--- config.mk ---
export PLATFORM = sky130hd
export DESIGN_NAME = usb_line_ctrl
export DESIGN_NICKNAME = d
export VERILOG_FILES = /design/src/rtl/usb_lsc_pkg.sv /design/src/rtl/lsc_wake_det.sv /design/src/rtl/lsc_ctrl_reg.sv /design/src/rtl/lsc_line_mux.sv /design/src/rtl/usb_line_ctrl.sv
export SDC_FILE = /design/constraint.sdc
export NUM_CORES = 1
export LEC_CHECK = 0
export ABC_AREA = 1
export BUFFER_PORTS_ARGS = -buffer_cell sky130_fd_sc_hd__buf_2
export CAP_MARGIN = 15
export CORE_ASPECT_RATIO = 1.1
export CORE_MARGIN = 1
export CORE_UTILIZATION = 35
export CTS_CLUSTER_DIAMETER = 80
export DETAILED_ROUTE_END_ITERATION = 16
export GPL_TIMING_DRIVEN = 0
export SETUP_SLACK_MARGIN = 0.3
export SLEW_MARGIN = 25
export SYNTH_ARGS = -nofsm -noshare
export SYNTH_HDL_FRONTEND = slang
export SYNTH_SLANG_ARGS = --single-unit
--- constraint.sdc ---
create_clock -name clk -period 0.93 [get_ports clk]
set_input_delay 0.186 -clock clk [delete_from_list [all_inputs] [get_ports clk]]
set_output_delay 0.186 -clock clk [all_outputs]
set_load 0.005 [all_outputs]
--- src/rtl/usb_lsc_pkg.sv ---
// Package: shared types for the USB line-state control unit.
// Assumes the control word layout is fixed at five bits (see CTL_W).
package usb_lsc_pkg;

    // Override field encodings; the values are decoded by the line mux.
    typedef enum logic [1:0] {
        FM_NORMAL = 2'b00,
        FM_SE0    = 2'b01,
        FM_J      = 2'b10,
        FM_K      = 2'b11
    } force_mode_t;

    // Control word: packed MSB first, suspend at bit 4, override at bits 1:0.
    typedef struct packed {
        logic        susp;
        logic        swap;
        logic        low_spd;
        force_mode_t force_md;
    } ctl_t;

    localparam int CTL_W = $bits(ctl_t);

    // Pair of line levels, D+ first.
    typedef struct packed {
        logic dp;
        logic dm;
    } line_t;

    localparam line_t LINE_FS_J = '{dp: 1'b1, dm: 1'b0};
    localparam line_t LINE_LS_J = '{dp: 1'b0, dm: 1'b1};

    // Idle J level on the wire for the selected speed.
    function automatic line_t idle_j(input logic low_spd);
        return low_spd ? LINE_LS_J : LINE_FS_J;
    endfunction

endpackage

--- src/rtl/lsc_wake_det.sv ---
// Module: bus-activity wake detector.
// Synchronises the received line pair through SYNC_STAGES flops, then counts
// consecutive samples that differ from idle J. Raises wake_hit in the cycle
// whose edge would complete WAKE_FILT samples. Counting only runs while armed.
// Assumes: rx inputs are asynchronous; WAKE_FILT >= 1, SYNC_STAGES >= 1.
module lsc_wake_det
    import usb_lsc_pkg::*;
#(
    parameter int SYNC_STAGES = 2,
    parameter int WAKE_FILT   = 4
) (
    input  logic clk,
    input  logic rst_n,
    input  logic rx_dp,
    input  logic rx_dm,
    input  logic armed,
    input  logic low_spd,
    output logic wake_hit
);

    localparam int CNT_W = $clog2(WAKE_FILT + 1);
    localparam logic [CNT_W-1:0] LAST_CNT = CNT_W'(WAKE_FILT - 1);
    localparam logic [CNT_W-1:0] SAT_CNT  = CNT_W'(WAKE_FILT);

    line_t            stg [SYNC_STAGES];
    line_t            line_s;
    logic             active;
    logic [CNT_W-1:0] run_cnt;

    // Synchroniser chain, reset to full-speed idle.
    for (genvar g = 0; g < SYNC_STAGES; g++) begin : g_sync
        if (g == 0) begin : g_first
            // First stage samples the raw pins.
            always_ff @(posedge clk) begin
                if (!rst_n) stg[g] <= LINE_FS_J;
                else        stg[g] <= '{dp: rx_dp, dm: rx_dm};
            end
        end else begin : g_next
            // Later stages follow the previous stage.
            always_ff @(posedge clk) begin
                if (!rst_n) stg[g] <= LINE_FS_J;
                else        stg[g] <= stg[g-1];
            end
        end
    end

    assign line_s = stg[SYNC_STAGES-1];

    // Any state other than idle J counts as activity.
    assign active = armed && (line_s != idle_j(low_spd));

    // Run-length counter of consecutive active samples, saturating.
    always_ff @(posedge clk) begin
        if (!rst_n || !active) run_cnt <= '0;
        else if (run_cnt != SAT_CNT) run_cnt <= run_cnt + 1'b1;
    end

    assign wake_hit = active && (run_cnt == LAST_CNT);

endmodule

--- src/rtl/lsc_ctrl_reg.sv ---
// Module: control word register with suspend/wake sequencing.
// Loads the word on reg_wr. While suspended, a data write or a bus wake
// clears the suspend bit and raises resume_pulse for one cycle. A register
// write in the same cycle takes precedence and suppresses the pulse.
// Assumes: reg_wr and wake sources are synchronous to clk.
module lsc_ctrl_reg
    import usb_lsc_pkg::*;
(
    input  logic             clk,
    input  logic             rst_n,
    input  logic             reg_wr,
    input  logic [CTL_W-1:0] reg_wdata,
    input  logic             data_wr,
    input  logic             bus_wake,
    output ctl_t             ctl_q,
    output logic             resume_pulse
);

    logic wake_ev;

    // A wake needs the unit to be in suspend.
    assign wake_ev = ctl_q.susp && (data_wr || bus_wake);

    // Control word update: write first, then wake.
    always_ff @(posedge clk) begin
        if (!rst_n) begin
            ctl_q <= '{susp: 1'b0, swap: 1'b0, low_spd: 1'b0, force_md: FM_NORMAL};
        end else if (reg_wr) begin
            ctl_q <= ctl_t'(reg_wdata);
        end else if (wake_ev) begin
            ctl_q.susp <= 1'b0;
        end
    end

    // One-cycle resume indication following a wake.
    always_ff @(posedge clk) begin
        if (!rst_n) resume_pulse <= 1'b0;
        else        resume_pulse <= wake_ev && !reg_wr;
    end

endmodule

--- src/rtl/lsc_line_mux.sv ---
// Module: transceiver output selection.
// Chooses between pass-through transmit data and a forced line state, applies
// the optional D+/D- swap, and silences the driver in suspend.
// Assumes: purely combinational; the caller registers nothing after it.
module lsc_line_mux
    import usb_lsc_pkg::*;
(
    input  ctl_t ctl,
    input  logic tx_dp,
    input  logic tx_dm,
    input  logic tx_oe,
    output logic drv_dp,
    output logic drv_dm,
    output logic drv_oe
);

    line_t pick;
    logic  pick_oe;
    line_t wire_lv;

    // Select pass-through or forced state.
    always_comb begin
        unique case (ctl.force_md)
            FM_NORMAL: begin pick = '{dp: tx_dp, dm: tx_dm}; pick_oe = tx_oe; end
            FM_SE0:    begin pick = '{dp: 1'b0,  dm: 1'b0};  pick_oe = 1'b1;  end
            FM_J:      begin pick = LINE_FS_J;               pick_oe = 1'b1;  end
            FM_K:      begin pick = LINE_LS_J;               pick_oe = 1'b1;  end
            default:   begin pick = '{dp: 1'b0,  dm: 1'b0};  pick_oe = 1'b0;  end
        endcase
    end

    // Optional polarity swap for direct low-speed attach.
    always_comb begin
        if (ctl.swap) wire_lv = '{dp: pick.dm, dm: pick.dp};
        else          wire_lv = pick;
    end

    // Suspend gates the driver and parks both lines low.
    always_comb begin
        if (ctl.susp) begin
            drv_dp = 1'b0;
            drv_dm = 1'b0;
            drv_oe = 1'b0;
        end else begin
            drv_dp = wire_lv.dp;
            drv_dm = wire_lv.dm;
            drv_oe = pick_oe;
        end
    end

endmodule

--- src/rtl/usb_line_ctrl.sv ---
// Module: top of the USB line-state control unit.
// Ties the control register, bus wake detector and output mux together and
// exposes the suspend-derived power controls.
// Assumes: single clock domain apart from the rx pins.
module usb_line_ctrl
    import usb_lsc_pkg::*;
#(
    parameter int SYNC_STAGES = 2,
    parameter int WAKE_FILT   = 4
) (
    input  logic             clk,
    input  logic             rst_n,
    input  logic             reg_wr,
    input  logic [CTL_W-1:0] reg_wdata,
    input  logic             data_wr,
    input  logic             tx_dp,
    input  logic             tx_dm,
    input  logic             tx_oe,
    input  logic             rx_dp,
    input  logic             rx_dm,
    output logic             drv_dp,
    output logic             drv_dm,
    output logic             drv_oe,
    output logic             speed_low,
    output logic             ram_sleep,
    output logic             clk_run,
    output logic             resume_pulse
);

    ctl_t        ctl_q;
    logic        bus_wake;
    force_mode_t force_sel;

    lsc_ctrl_reg u_reg (
        .clk          (clk),
        .rst_n        (rst_n),
        .reg_wr       (reg_wr),
        .reg_wdata    (reg_wdata),
        .data_wr      (data_wr),
        .bus_wake     (bus_wake),
        .ctl_q        (ctl_q),
        .resume_pulse (resume_pulse)
    );

    lsc_wake_det #(
        .SYNC_STAGES (SYNC_STAGES),
        .WAKE_FILT   (WAKE_FILT)
    ) u_wake (
        .clk      (clk),
        .rst_n    (rst_n),
        .rx_dp    (rx_dp),
        .rx_dm    (rx_dm),
        .armed    (ctl_q.susp),
        .low_spd  (ctl_q.low_spd),
        .wake_hit (bus_wake)
    );

    lsc_line_mux u_mux (
        .ctl    (ctl_q),
        .tx_dp  (tx_dp),
        .tx_dm  (tx_dm),
        .tx_oe  (tx_oe),
        .drv_dp (drv_dp),
        .drv_dm (drv_dm),
        .drv_oe (drv_oe)
    );

    // Power controls and speed indication straight from the word.
    assign force_sel = ctl_q.force_md;
    assign speed_low = ctl_q.low_spd;
    assign ram_sleep = ctl_q.susp;
    assign clk_run   = !ctl_q.susp;

endmodule

==> metrics.yaml <==
synth_area_um2: 571
multi_input_area_um2: 349
swShare: 0.246
synth_top_family_by_area: "simple AND/OR/NAND/NOR gates"
place_inst: 110
rrSetupSlack_ns: -0.06
fill_cells: 126
cts_buffers: 3
synth-xor-area-share: 0.0154
dr.pass1.iters: 4
worst_slew_pin_slew_ns: 0.247
register_area_um2: 270
synth_area_per_cell_um2: 7.61
ys_top_cells_by_area: "dfxtp_1 (46%), inv_1 (9.2%), ha_1 (6.6%), o21ai_0 (6.1%), nand2_1 (5.9%)"
rr_startpoint: "u_wake.run_cnt[1]$_SDFFE_PP0P_"
layout_setup_ws_ns: -0.329
async_flop_share: 0
min-delay-start: "rx_dm"
grt_max_degree: 10
synth_cells: 75
max_clock_freq_mhz: 795
crit_slowest_cell: "dfxtp_2"
yosys.area_share.simple: 0.235
violations: "negative setup slack"
synthAdderAreaFrac: 0.0658
die_x_um: 40.5
yosysSeqAreaShare: 0.456
crit_top_cell: "nor2_1"
rsz0062_at_grt: "yes"
tns_ns: -1.17
cts_max_level: 1
rows: 14
end_kind: "output pin"
cp.required_ns: 0.74
portBuffers: 19
wire_per_inst_um: 9.85
worstPathCellList: "inv_2, nand3_2, o21ai_2, nor2_1, nor2_1, buf_2"
fin_hold_ws_ns: 0.0972
p_seq_frac: 0.527
syn_nets: 92
grt-ovfl-total: 0
criticalPathCategory: "reg2out"
yosysMostFrequentCell: "inv_1"
cts_sinks: 13
drc_errors: 0
area_growth_pct: 63.4
finalSetupViolations: 8
clock-skew-final_ns: 0.000877
whs_endpoint: "u_wake.stg[0][0]$_SDFF_PN0_"
ff2ff_path_depth: 4
period_needed_ns: 1.26
path_clk_slew_ns: 0.07
worstReg2RegEnd: "u_wake.run_cnt[2]$_SDFFE_PP0P_"
wl_mm: 1.21
grt.total_usage: 0.156
worstSetupStartpointType: "register"
hp-class: "in2reg"
synth_edf_count: 0
synth_cell_type_count: 18
intPower_mw: 0.860
drv_slew: 0
initial_core_util: 0.397
powerDensity_mw_per_mm2: 1220
power_switching_mw: 0.280
cts_max_path_buffers: 2
dp_hpwl_um: 838
synth_compound_area_frac: 0.110
ios: 21
cts_root_buf: "clkbuf_4"
postRouteAntennaNets: 0
cts_tree: "built"
clk-insertion-delay-late_ns: 0.26
leakage_nw: 0.431
gp_congestion: 0.714
cp_max_fo: 3
fin_total_pwr_mw: 1.14
min_path_cells: 3
cap_viol_max_count: 0
cp_top_family: "flip-flops"
die_area_mm2: 0.00180
viasPerCell: 4.53
antenna_found_initial: 0
status: "complete, but fails checks"
drt-initial-drc-count: 11
fp.dieH_um: 44.3
fp.coreArea_mm2: 0.00144
cpPeakStageDelay_ns: 0.34
fin_cells: 123
comb_power_share: 0.183
ys.flop_type: "dfxtp_1"
clock_power_share: 0.290
synth-warning-count: 0
synth_mux_area_frac: 0
yosysTopAreaCell: "dfxtp_1"
postCtsHoldBufs: 0
cp_data_arrival_time_ns: 1.07
first_global_vias: 513
max-slew-margin-rel: 0.835
nets: 125
fin_crit_sh: 1.35
hold_violations: 0
vdd_drop_max_mv: 0.774
crit_buf_inv: 2
drive_above_1_share: 0.589
diodes: 0
synth_common_cells: "inv_1 (14), dfxtp_1 (13), nand2_1 (9), nor2_1 (8), o21ai_0 (7)"
vias: 557
grt_pass1_wl_mm: 1.89
ys_ff_latch: 13
synth.top_cell.area_share: 0.456
## layout by cell type (no fill, tap or decap), types with 2 or more instances in the layout
cell type and instances:
a21oi_1 2, a21oi_2 2, buf_2 17, buf_4 6, buf_6 5, clkbuf_4 3, dfxtp_1 5, dfxtp_2 8
ha_4 3, inv_1 10, inv_2 4, inv_4 2, nand2_1 7, nand3_1 3, nand3_2 2, nor2_1 8
o21ai_0 4, o21ai_2 3
## cell type report
type	count	share of cell area
Multi-Input combinational cell	45	0.374
Sequential cell	13	0.290
Timing Repair Buffer	28	0.200
Inverter	16	0.0698
Clock buffer	4	0.0282
Tap cell	16	0.0215
Buffer	1	0.0161
## repair_timing
item / 4_1_cts / 5_1_grt
pin swaps: 13 / 6
setup endpoints to repair: 13 / 16
setup buffers: 7 / 2
gates resized for setup: 22 / 8
gates cloned: 0 / 0
## registers in the layout, indices dropped and copies added (netlist names)
| register | count |
|---|---|
| u_reg.ctl_q | 5 |
| u_wake.stg | 4 |
| u_wake.run_cnt | 3 |
| u_reg.resume_pulse | 1 |
## power by group through the flow
| stage | Combinational (mW) | Sequential, mW | Clock [mW] |
|---|---|---|---|
| 3_5_place_dp | 0.153 | 0.611 | 0 |
| 4_1_cts | 0.193 | 0.599 | 0.339 |
| 3_3_place_gp | 0.149 | 0.610 | 0 |
| 6_report | 0.209 | 0.600 | 0.330 |
| 5_1_grt | 0.232 | 0.604 | 0.369 |
| 2_1_floorplan | 0.0903 | 0.609 | 0 |
## layer usage
metal | track usage | vias to the layer above | share of wire
met1 | 0.182 | 245 | 0.47
met5 | 0 | - | 0
met4 | 0.0800 | 0 | 0
li1 | - | 300 | -
met2 | 0.251 | 12 | 0.49
met3 | 0.0452 | 0 | 0.040
## worst register-to-register path: cells and delay by family, from the launching register on
kind          cells  cell delay (ns)
fa+ha+maj         2             0.40
flops             1             0.34
simple gates      2             0.14
## worst max-delay path by stage
stage / start / end / cells past startpoint / slack, ns
6_report: u_reg.ctl_q[1]$_SDFFE_PN0P_ / drv_dm / 6 / -0.33
3_5_place_dp: u_wake.run_cnt[0]$_SDFFE_PP0P_ / u_wake.run_cnt[1]$_SDFFE_PP0P_ / 6 / -0.1
3_3_place_gp: u_wake.run_cnt[0]$_SDFFE_PP0P_ / u_wake.run_cnt[1]$_SDFFE_PP0P_ / 6 / -0.07
2_1_floorplan: u_wake.run_cnt[0]$_SDFFE_PP0P_ / u_wake.run_cnt[2]$_SDFFE_PP0P_ / 4 / -0.03
4_1_cts: u_reg.ctl_q[0]$_SDFFE_PN0P_ / drv_dp / 5 / -0.33
5_1_grt: u_reg.ctl_q[0]$_SDFFE_PN0P_ / drv_dm / 6 / -0.40
## metrics by stage
stage | instance area (um^2) | setup slack, ns | utilization
final | 932 | -0.329 | 0.649
after global routing | 932 | -0.404 | 0.649
after CTS | 891 | -0.330 | 0.620
after detailed placement | 722 | -0.0967 | 0.503
after global placement | 722 | -0.0668 | 0.503
after floorplan | 607 | -0.0299 | -
## cells by family (layout without fill, tap and decap cells)
kind of cell | after synthesis | in the layout
simple gates | 29 | 29
buf+inv | 17 | 49
xor+xnor | 1 | 1
flops | 13 | 13
fa+ha+maj | 3 | 3
compound gates | 12 | 12
Note: power is estimated with default switching activity, not from simulation.
